$ cat src/rtl/bpp_pkg.sv
package bpp_pkg;
    typedef enum logic [3:0] {
        ST_IDLE,
        ST_SETUP,
        ST_DATA,
        ST_PULSE,
        ST_VCMD,
        ST_RECOVER,
        ST_READ,
        ST_EXIT1,
        ST_EXIT2,
        ST_REPORT
    } seq_state_e;
endpackage

$ cat src/rtl/bpp_timer.sv
module bpp_timer #(
    parameter int W = 8
) (
    input  logic         clk,
    input  logic         rst_n,
    input  logic         load,
    input  logic [W-1:0] load_val,
    output logic         expired
);
    logic [W-1:0] cnt_d, cnt_q;

    always_comb begin
        cnt_d = cnt_q;
        if (load) begin
            cnt_d = load_val;
        end else if (cnt_q != '0) begin
            cnt_d = cnt_q - 1'b1;
        end
    end

    always_ff @(posedge clk) begin
        if (!rst_n) cnt_q <= '0;
        else        cnt_q <= cnt_d;
    end

    assign expired = (cnt_q == '0);
endmodule

$ cat src/rtl/bpp_attempts.sv
module bpp_attempts #(
    parameter int MAX_PULSES = 25
) (
    input  logic clk,
    input  logic rst_n,
    input  logic clear,
    input  logic inc,
    output logic at_limit
);
    localparam int CW = $clog2(MAX_PULSES + 1);

    logic [CW-1:0] cnt_d, cnt_q;

    always_comb begin
        cnt_d = cnt_q;
        if (clear)    cnt_d = '0;
        else if (inc) cnt_d = cnt_q + 1'b1;
    end

    always_ff @(posedge clk) begin
        if (!rst_n) cnt_q <= '0;
        else        cnt_q <= cnt_d;
    end

    assign at_limit = (cnt_q >= CW'(MAX_PULSES));
endmodule

$ cat src/rtl/byte_prog_sequencer.sv
module byte_prog_sequencer
    import bpp_pkg::*;
#(
    parameter int ADDR_W         = 17,
    parameter int DATA_W         = 8,
    parameter int CLK_MHZ        = 200,
    parameter int PULSE_US       = 10,
    parameter int RECOVER_CYCLES = 4,
    parameter int MAX_PULSES     = 25,
    parameter logic [DATA_W-1:0] CMD_SETUP  = 'h40,
    parameter logic [DATA_W-1:0] CMD_VERIFY = 'hC0,
    parameter logic [DATA_W-1:0] CMD_RESET  = 'hFF
) (
    input  logic              clk,
    input  logic              rst_n,
    input  logic              req_valid,
    input  logic [ADDR_W-1:0] req_addr,
    input  logic [DATA_W-1:0] req_data,
    output logic              busy,
    output logic              done,
    output logic              fail,
    output logic              vpp_en,
    output logic              bus_wr,
    output logic              bus_rd,
    output logic [ADDR_W-1:0] bus_addr,
    output logic [DATA_W-1:0] bus_wdata,
    input  logic [DATA_W-1:0] bus_rdata
);
    localparam int PULSE_CYCLES = CLK_MHZ * PULSE_US;
    localparam int TMR_MAX = (PULSE_CYCLES > RECOVER_CYCLES) ? PULSE_CYCLES : RECOVER_CYCLES;
    localparam int TMR_W   = $clog2(TMR_MAX + 1);

    typedef struct packed {
        seq_state_e        state;
        logic [ADDR_W-1:0] addr;
        logic [DATA_W-1:0] data;
        logic              passed;
    } seq_regs_t;

    seq_regs_t r_d, r_q;

    logic             tmr_load;
    logic [TMR_W-1:0] tmr_val;
    logic             tmr_expired;
    logic             att_clr;
    logic             att_inc;
    logic             att_at_limit;

    bpp_timer #(.W(TMR_W)) u_timer (
        .clk      (clk),
        .rst_n    (rst_n),
        .load     (tmr_load),
        .load_val (tmr_val),
        .expired  (tmr_expired)
    );

    bpp_attempts #(.MAX_PULSES(MAX_PULSES)) u_attempts (
        .clk      (clk),
        .rst_n    (rst_n),
        .clear    (att_clr),
        .inc      (att_inc),
        .at_limit (att_at_limit)
    );

    // next-state logic
    always_comb begin
        r_d      = r_q;
        tmr_load = 1'b0;
        tmr_val  = '0;
        att_clr  = 1'b0;
        att_inc  = 1'b0;
        unique case (r_q.state)
            ST_IDLE: begin
                if (req_valid) begin
                    r_d.addr   = req_addr;
                    r_d.data   = req_data;
                    r_d.passed = 1'b0;
                    att_clr    = 1'b1;
                    r_d.state  = ST_SETUP;
                end
            end
            ST_SETUP: r_d.state = ST_DATA;
            ST_DATA: begin
                att_inc   = 1'b1;
                tmr_load  = 1'b1;
                tmr_val   = TMR_W'(PULSE_CYCLES - 1);
                r_d.state = ST_PULSE;
            end
            ST_PULSE: begin
                if (tmr_expired) r_d.state = ST_VCMD;
            end
            ST_VCMD: begin
                tmr_load  = 1'b1;
                tmr_val   = TMR_W'(RECOVER_CYCLES - 1);
                r_d.state = ST_RECOVER;
            end
            ST_RECOVER: begin
                if (tmr_expired) r_d.state = ST_READ;
            end
            ST_READ: begin
                if (bus_rdata == r_q.data) begin
                    r_d.passed = 1'b1;
                    r_d.state  = ST_EXIT1;
                end else if (att_at_limit) begin
                    r_d.passed = 1'b0;
                    r_d.state  = ST_EXIT1;
                end else begin
                    r_d.state  = ST_SETUP;
                end
            end
            ST_EXIT1:  r_d.state = ST_EXIT2;
            ST_EXIT2:  r_d.state = ST_REPORT;
            ST_REPORT: r_d.state = ST_IDLE;
            default:   r_d.state = ST_IDLE;
        endcase
    end

    always_ff @(posedge clk) begin
        if (!rst_n) begin
            r_q <= '{state: ST_IDLE, addr: '0, data: '0, passed: 1'b0};
        end else begin
            r_q <= r_d;
        end
    end

    // output decode from the registered state
    always_comb begin
        bus_wr    = 1'b0;
        bus_wdata = '0;
        unique case (r_q.state)
            ST_SETUP: begin bus_wr = 1'b1; bus_wdata = CMD_SETUP;  end
            ST_DATA:  begin bus_wr = 1'b1; bus_wdata = r_q.data;   end
            ST_VCMD:  begin bus_wr = 1'b1; bus_wdata = CMD_VERIFY; end
            ST_EXIT1, ST_EXIT2: begin bus_wr = 1'b1; bus_wdata = CMD_RESET; end
            default: ;
        endcase
    end

    assign bus_rd   = (r_q.state == ST_READ);
    assign bus_addr = r_q.addr;
    assign busy     = (r_q.state != ST_IDLE);
    assign vpp_en   = (r_q.state != ST_IDLE) && (r_q.state != ST_REPORT);
    assign done     = (r_q.state == ST_REPORT) && r_q.passed;
    assign fail     = (r_q.state == ST_REPORT) && !r_q.passed;
endmodule

$ cat config.mk
export PLATFORM = sky130hd
export DESIGN_NAME = byte_prog_sequencer
export DESIGN_NICKNAME = d
export VERILOG_FILES = /design/src/rtl/bpp_pkg.sv /design/src/rtl/bpp_timer.sv /design/src/rtl/bpp_attempts.sv /design/src/rtl/byte_prog_sequencer.sv
export SDC_FILE = /design/constraint.sdc
export NUM_CORES = 1
export LEC_CHECK = 0
export ABC_AREA = 1
export BUFFER_PORTS_ARGS = -buffer_cell sky130_fd_sc_hd__buf_2
export CAP_MARGIN = 15
export CELL_PAD_IN_SITES_DETAIL_PLACEMENT = 0
export CELL_PAD_IN_SITES_GLOBAL_PLACEMENT = 1
export CORE_UTILIZATION = 33
export CTS_CLUSTER_SIZE = 16
export DETAILED_ROUTE_END_ITERATION = 12
export GPL_TIMING_DRIVEN = 0
export HOLD_SLACK_MARGIN = 0.08
export PLACE_DENSITY_LB_ADDON = 0.3
export SLEW_MARGIN = 20
export SYNTH_ARGS = -nofsm -noshare
export SYNTH_HDL_FRONTEND = slang
export SYNTH_HIERARCHICAL = 1
export SYNTH_SLANG_ARGS = --single-unit
$ cat constraint.sdc
create_clock -name clk -period 1.8 [get_ports clk]
set_clock_uncertainty 0.2 [all_clocks]
set_input_delay 0 -clock clk [delete_from_list [all_inputs] [get_ports clk]]
set_output_delay 0 -clock clk [all_outputs]
set_load 0.02 [all_outputs]
==> impl_summary.txt <==
----------------------------------------------------
[CTS]
  CTS tree ... done
  H-tree lvl count ... 2
  CTS sink cnt ... 46
  Deepest clock path buffer count ... 2
  Clock-pin slew reported for the worst setup and hold paths after clock tree synthesis ... about 100 ps
  CTS root buffer ... sky130_fd_sc_hd__clkbuf_8
  Worst skew pair latency ... 320 ps
  Cts bufs inserted ... 5

[Final layout]
  Synth-to-Final Area Change ... 46.0%
  Number of filler instances in the final layout ... 789
  Fraction of layout instances using a drive strength above 1 ... 34.3%
  Antenna diode count ... 0
  Final net count ... 551
  Commonest non-fill, non-tap cell in the layout ... sky130_fd_sc_hd__nor2_1
  Post-route cell area ... about 3700 um2
  Top library cells by usage in the layout, fill and taps aside ... sky130_fd_sc_hd__nor2_1 (72), sky130_fd_sc_hd__nand2_1 (69), sky130_fd_sc_hd__buf_2 (63)

[Route]
  Number of remaining DRC errors ... 0
  Via count ... 2,726
  Iteration count of the initial detailed-routing pass ... 4
  Wire length per cell after detailed routing ... 11.8 um
  Remaining number of nets flagged by the antenna check after routing ... 0
  Ratio of routed vias to standard cells ... 4.45
  Violation count after the first detailed-routing iteration ... 86
  Final WL ... 7230 um

[Setup path]
  Maximum fanout along the worst path ... 2
  Setup CP Type ... register to register
  Required time worst endpoint ... between 1500 and 2000 ps
  Delay-heaviest family, CP ... simple AND/OR/NAND/NOR gates
  Arrival time at the worst endpoint ... 1850 ps
  Most frequent cell on the critical path ... sky130_fd_sc_hd__nand2_2
  Sort of element at the end of the critical path ... register
  Slowest cell delay on critical path ... 340 ps
  Worst r2r dst ... r_q[27]
  CP max-delay cell ... sky130_fd_sc_hd__dfxtp_2
  Startpoint of the lowest-slack register-to-register path ... u_timer/cnt_q[0]
  Flop-to-flop setup slack ... 8 ps
  Bufs and invs on worst path ... 2
  Startpoint type of the worst setup path ... register
  Ordered list of cells on the worst path ... inv_2 > ha_4 > nand3_4 > nor3_4 > nand2_2 > nor2_2 > inv_2 > nand2_2 > nand2_2 > a21oi_2 > nand2_1 > a21oi_2
  Number of cells on the worst reg-to-reg path ... 12

[Timing]
  Final hold violation count ... 0
  Slew Viols, Final ... 0
  Final setup vio count ... 0
  Period utilisation layout ... 99.5%
  Max_slew headroom ... 60.0%
  Max Clk Rate ... 558 MHz
  Worst-Margin Slew ... 600 ps
  Unrepaired setup endpoints after global routing ... true
  Period minus WS final ... 1790 ps

[Global route]
  Global-route wire length before repair ... 12,200 um
  Global route overflow ... 0
  Initial antenna violation count ... 0
  Via count of the first global-routing pass ... 2,671
  Total Routing Usage GR ... 18.4%
  Pin count of the biggest net entering global routing ... 18

[Power]
  Power density over the cells ... between 1000 and 1500 nW/um2
  Total leakage power ... 1.84 nW
  VDD IR max ... between 0.5 and 0.6 mV
  PnR Total Power ... 0.00447 W

[Place]
  PortBufs ... 66
  Placed standard-cell area ... 3030 um2
  GP Congestion ... 0.784
  Dpl hpwl ... 5060 um

[Synthesis]
  Number of unique standard cell types used by synthesis ... 33
  Largest cells by area after synthesis ... sky130_fd_sc_hd__dfxtp_1 (36%), sky130_fd_sc_hd__nand2_1 (11%), sky130_fd_sc_hd__nor2_1 (11%)
  Number of warning messages in the yosys log ... 6
  Mapped Area ... around 2600 um2
  Leading area contributor after synthesis ... sky130_fd_sc_hd__dfxtp_1
  Mapped Avg Cell Area ... 6.56 um2
  Top cell type's share of synthesized area ... 35.9%
  Synthesized instance count ... approximately 390
  Synthesized flop and latch total ... between 40 and 50
  Sequential-to-total area share from yosys stat ... 35.9%

[Flow run]
  Max capacitance violation total ... 0

[Floorplanning]
  Area enclosed by the die boundary ... 8130 um2
  Effective utilization at floorplan ... 34.8%
  Count of boundary I/O pins ... 67
  Core footprint ... ~7400 um2
  Die Span Y ... 90.1 um
  Chip Width ... 90.1 um
  Rows ... 31

[Worst hold path]
  Type of the tightest min-delay check ... input pin to register
  WHS Endpoint ... r_q[0]
  Beginning of the worst hold path ... bus_rdata[0]
  Depth of the worst hold-timing path ... 7

[Run status]
  Run status ... finished, final reports clean

----------------------------------------------------
==> synth_stat cells (all sizes together) <==
library cell,number
o22ai,1
nand4,2
buf,26
nand2,79
a31oi,1
inv,48
o21bai,1
conb,1
or2,1
nand3,16
dfxtp,46
clkbuf,3
o21ai,45
ha,3
clkinv,1
nor3,9
xnor2,1
o211ai,1
a21oi,18
xor2,2
mux2i,1
nor2,85
==> metrics by stage <==
| step | std cells | setup WS [ps] | utilization [%] | hold slack (ps) | setup TNS (ps) |
|---|---|---|---|---|---|
| after floorplan | 392 | 37.2 | - | -65.1 | 0 |
| after global placement | 557 | -309 | 41.2 | 21.7 | -2390 |
| after detailed placement | 557 | -339 | 41.2 | 27.2 | -2770 |
| after CTS | 602 | -25.7 | 48.1 | 109 | -39.5 |
| after global routing | 612 | -94.8 | 50.8 | 174 | -631 |
| final | 612 | 8.35 | 50.8 | 125 | 0 |
==> worst min-delay path, stage by stage <==
cell and delay [ps]:
sky130_fd_sc_hd__buf_2 110, sky130_fd_sc_hd__o22ai_1 110, sky130_fd_sc_hd__nor2_1 60, sky130_fd_sc_hd__nand3_1 140, sky130_fd_sc_hd__o21ai_1 90, sky130_fd_sc_hd__nand2_1 50
sky130_fd_sc_hd__nor2_1 40
==> worst max path at each step <==
stage / startpoint / end / slack [ps] / cells past startpoint
after floorplan: u_timer/cnt_q[0] / r_q[28] / 40 / 12
after global placement: r_q[26] / u_timer/cnt_q[8] / -310 / 9
after detailed placement: r_q[26] / u_timer/cnt_q[8] / -340 / 9
after CTS: u_timer/cnt_q[0] / r_q[27] / -30 / 12
after global routing: u_timer/cnt_q[6] / r_q[27] / -90 / 11
final: u_timer/cnt_q[0] / r_q[27] / 8 / 12
==> final cells by class <==
type | instances | area (um2) | share of cell area [%]
clock buffer | 5 | 68.8 | 1.84
sequential | 46 | 933 | 24.9
tap | 99 | 124 | 3.31
inverter | 49 | 193 | 5.15
timing repair buffer | 113 | 766 | 20.5
multi-input combinational | 268 | 1420 | 37.8
clock inverter | 3 | 26.3 | 0.702
buffer | 29 | 216 | 5.78
==> sequential cells by signal, summed over array words and instances (netlist names) <==
name and cells:
bus_addr 17, r_q 13, u_attempts/cnt_q 5, u_timer/cnt_q 11
==> layer usage <==
layer / share of wire (%) / GRT usage [%]
met5: 0 / 0
met3: 4.1 / 3.72
met4: 1.1 / 4.84
met2: 48 / 32.6
met1: 46 / 22.6
==> cells by family after synthesis <==
logic type | share of synthesized area [%]
AOI/OAI and AO/OA | 13.7
DFF | 35.9
xor gates and xnor gates | 1.03
other | 0.146
muxes | 0.390
adders and majority gates | 1.46
and+or+nand+nor | 32.5
buffers and inverters | 14.9
==> power breakdown <==
part	switching [W]	total, W	internal (W)
Combinational	0.00132	0.00236	0.00103
Clock	0.000418	0.000708	0.000289
Sequential	0.000167	0.00140	0.00123
==> what timing repair did <==
action	4_1_cts	5_1_grt
buffers inserted	9	10
pin swaps	5	14
endpoints found under the setup margin	28	39
hold endpoints to repair	35	0
gates resized for setup	21	40
hold buffers	28	0
Power figures use the tool's default switching activity.
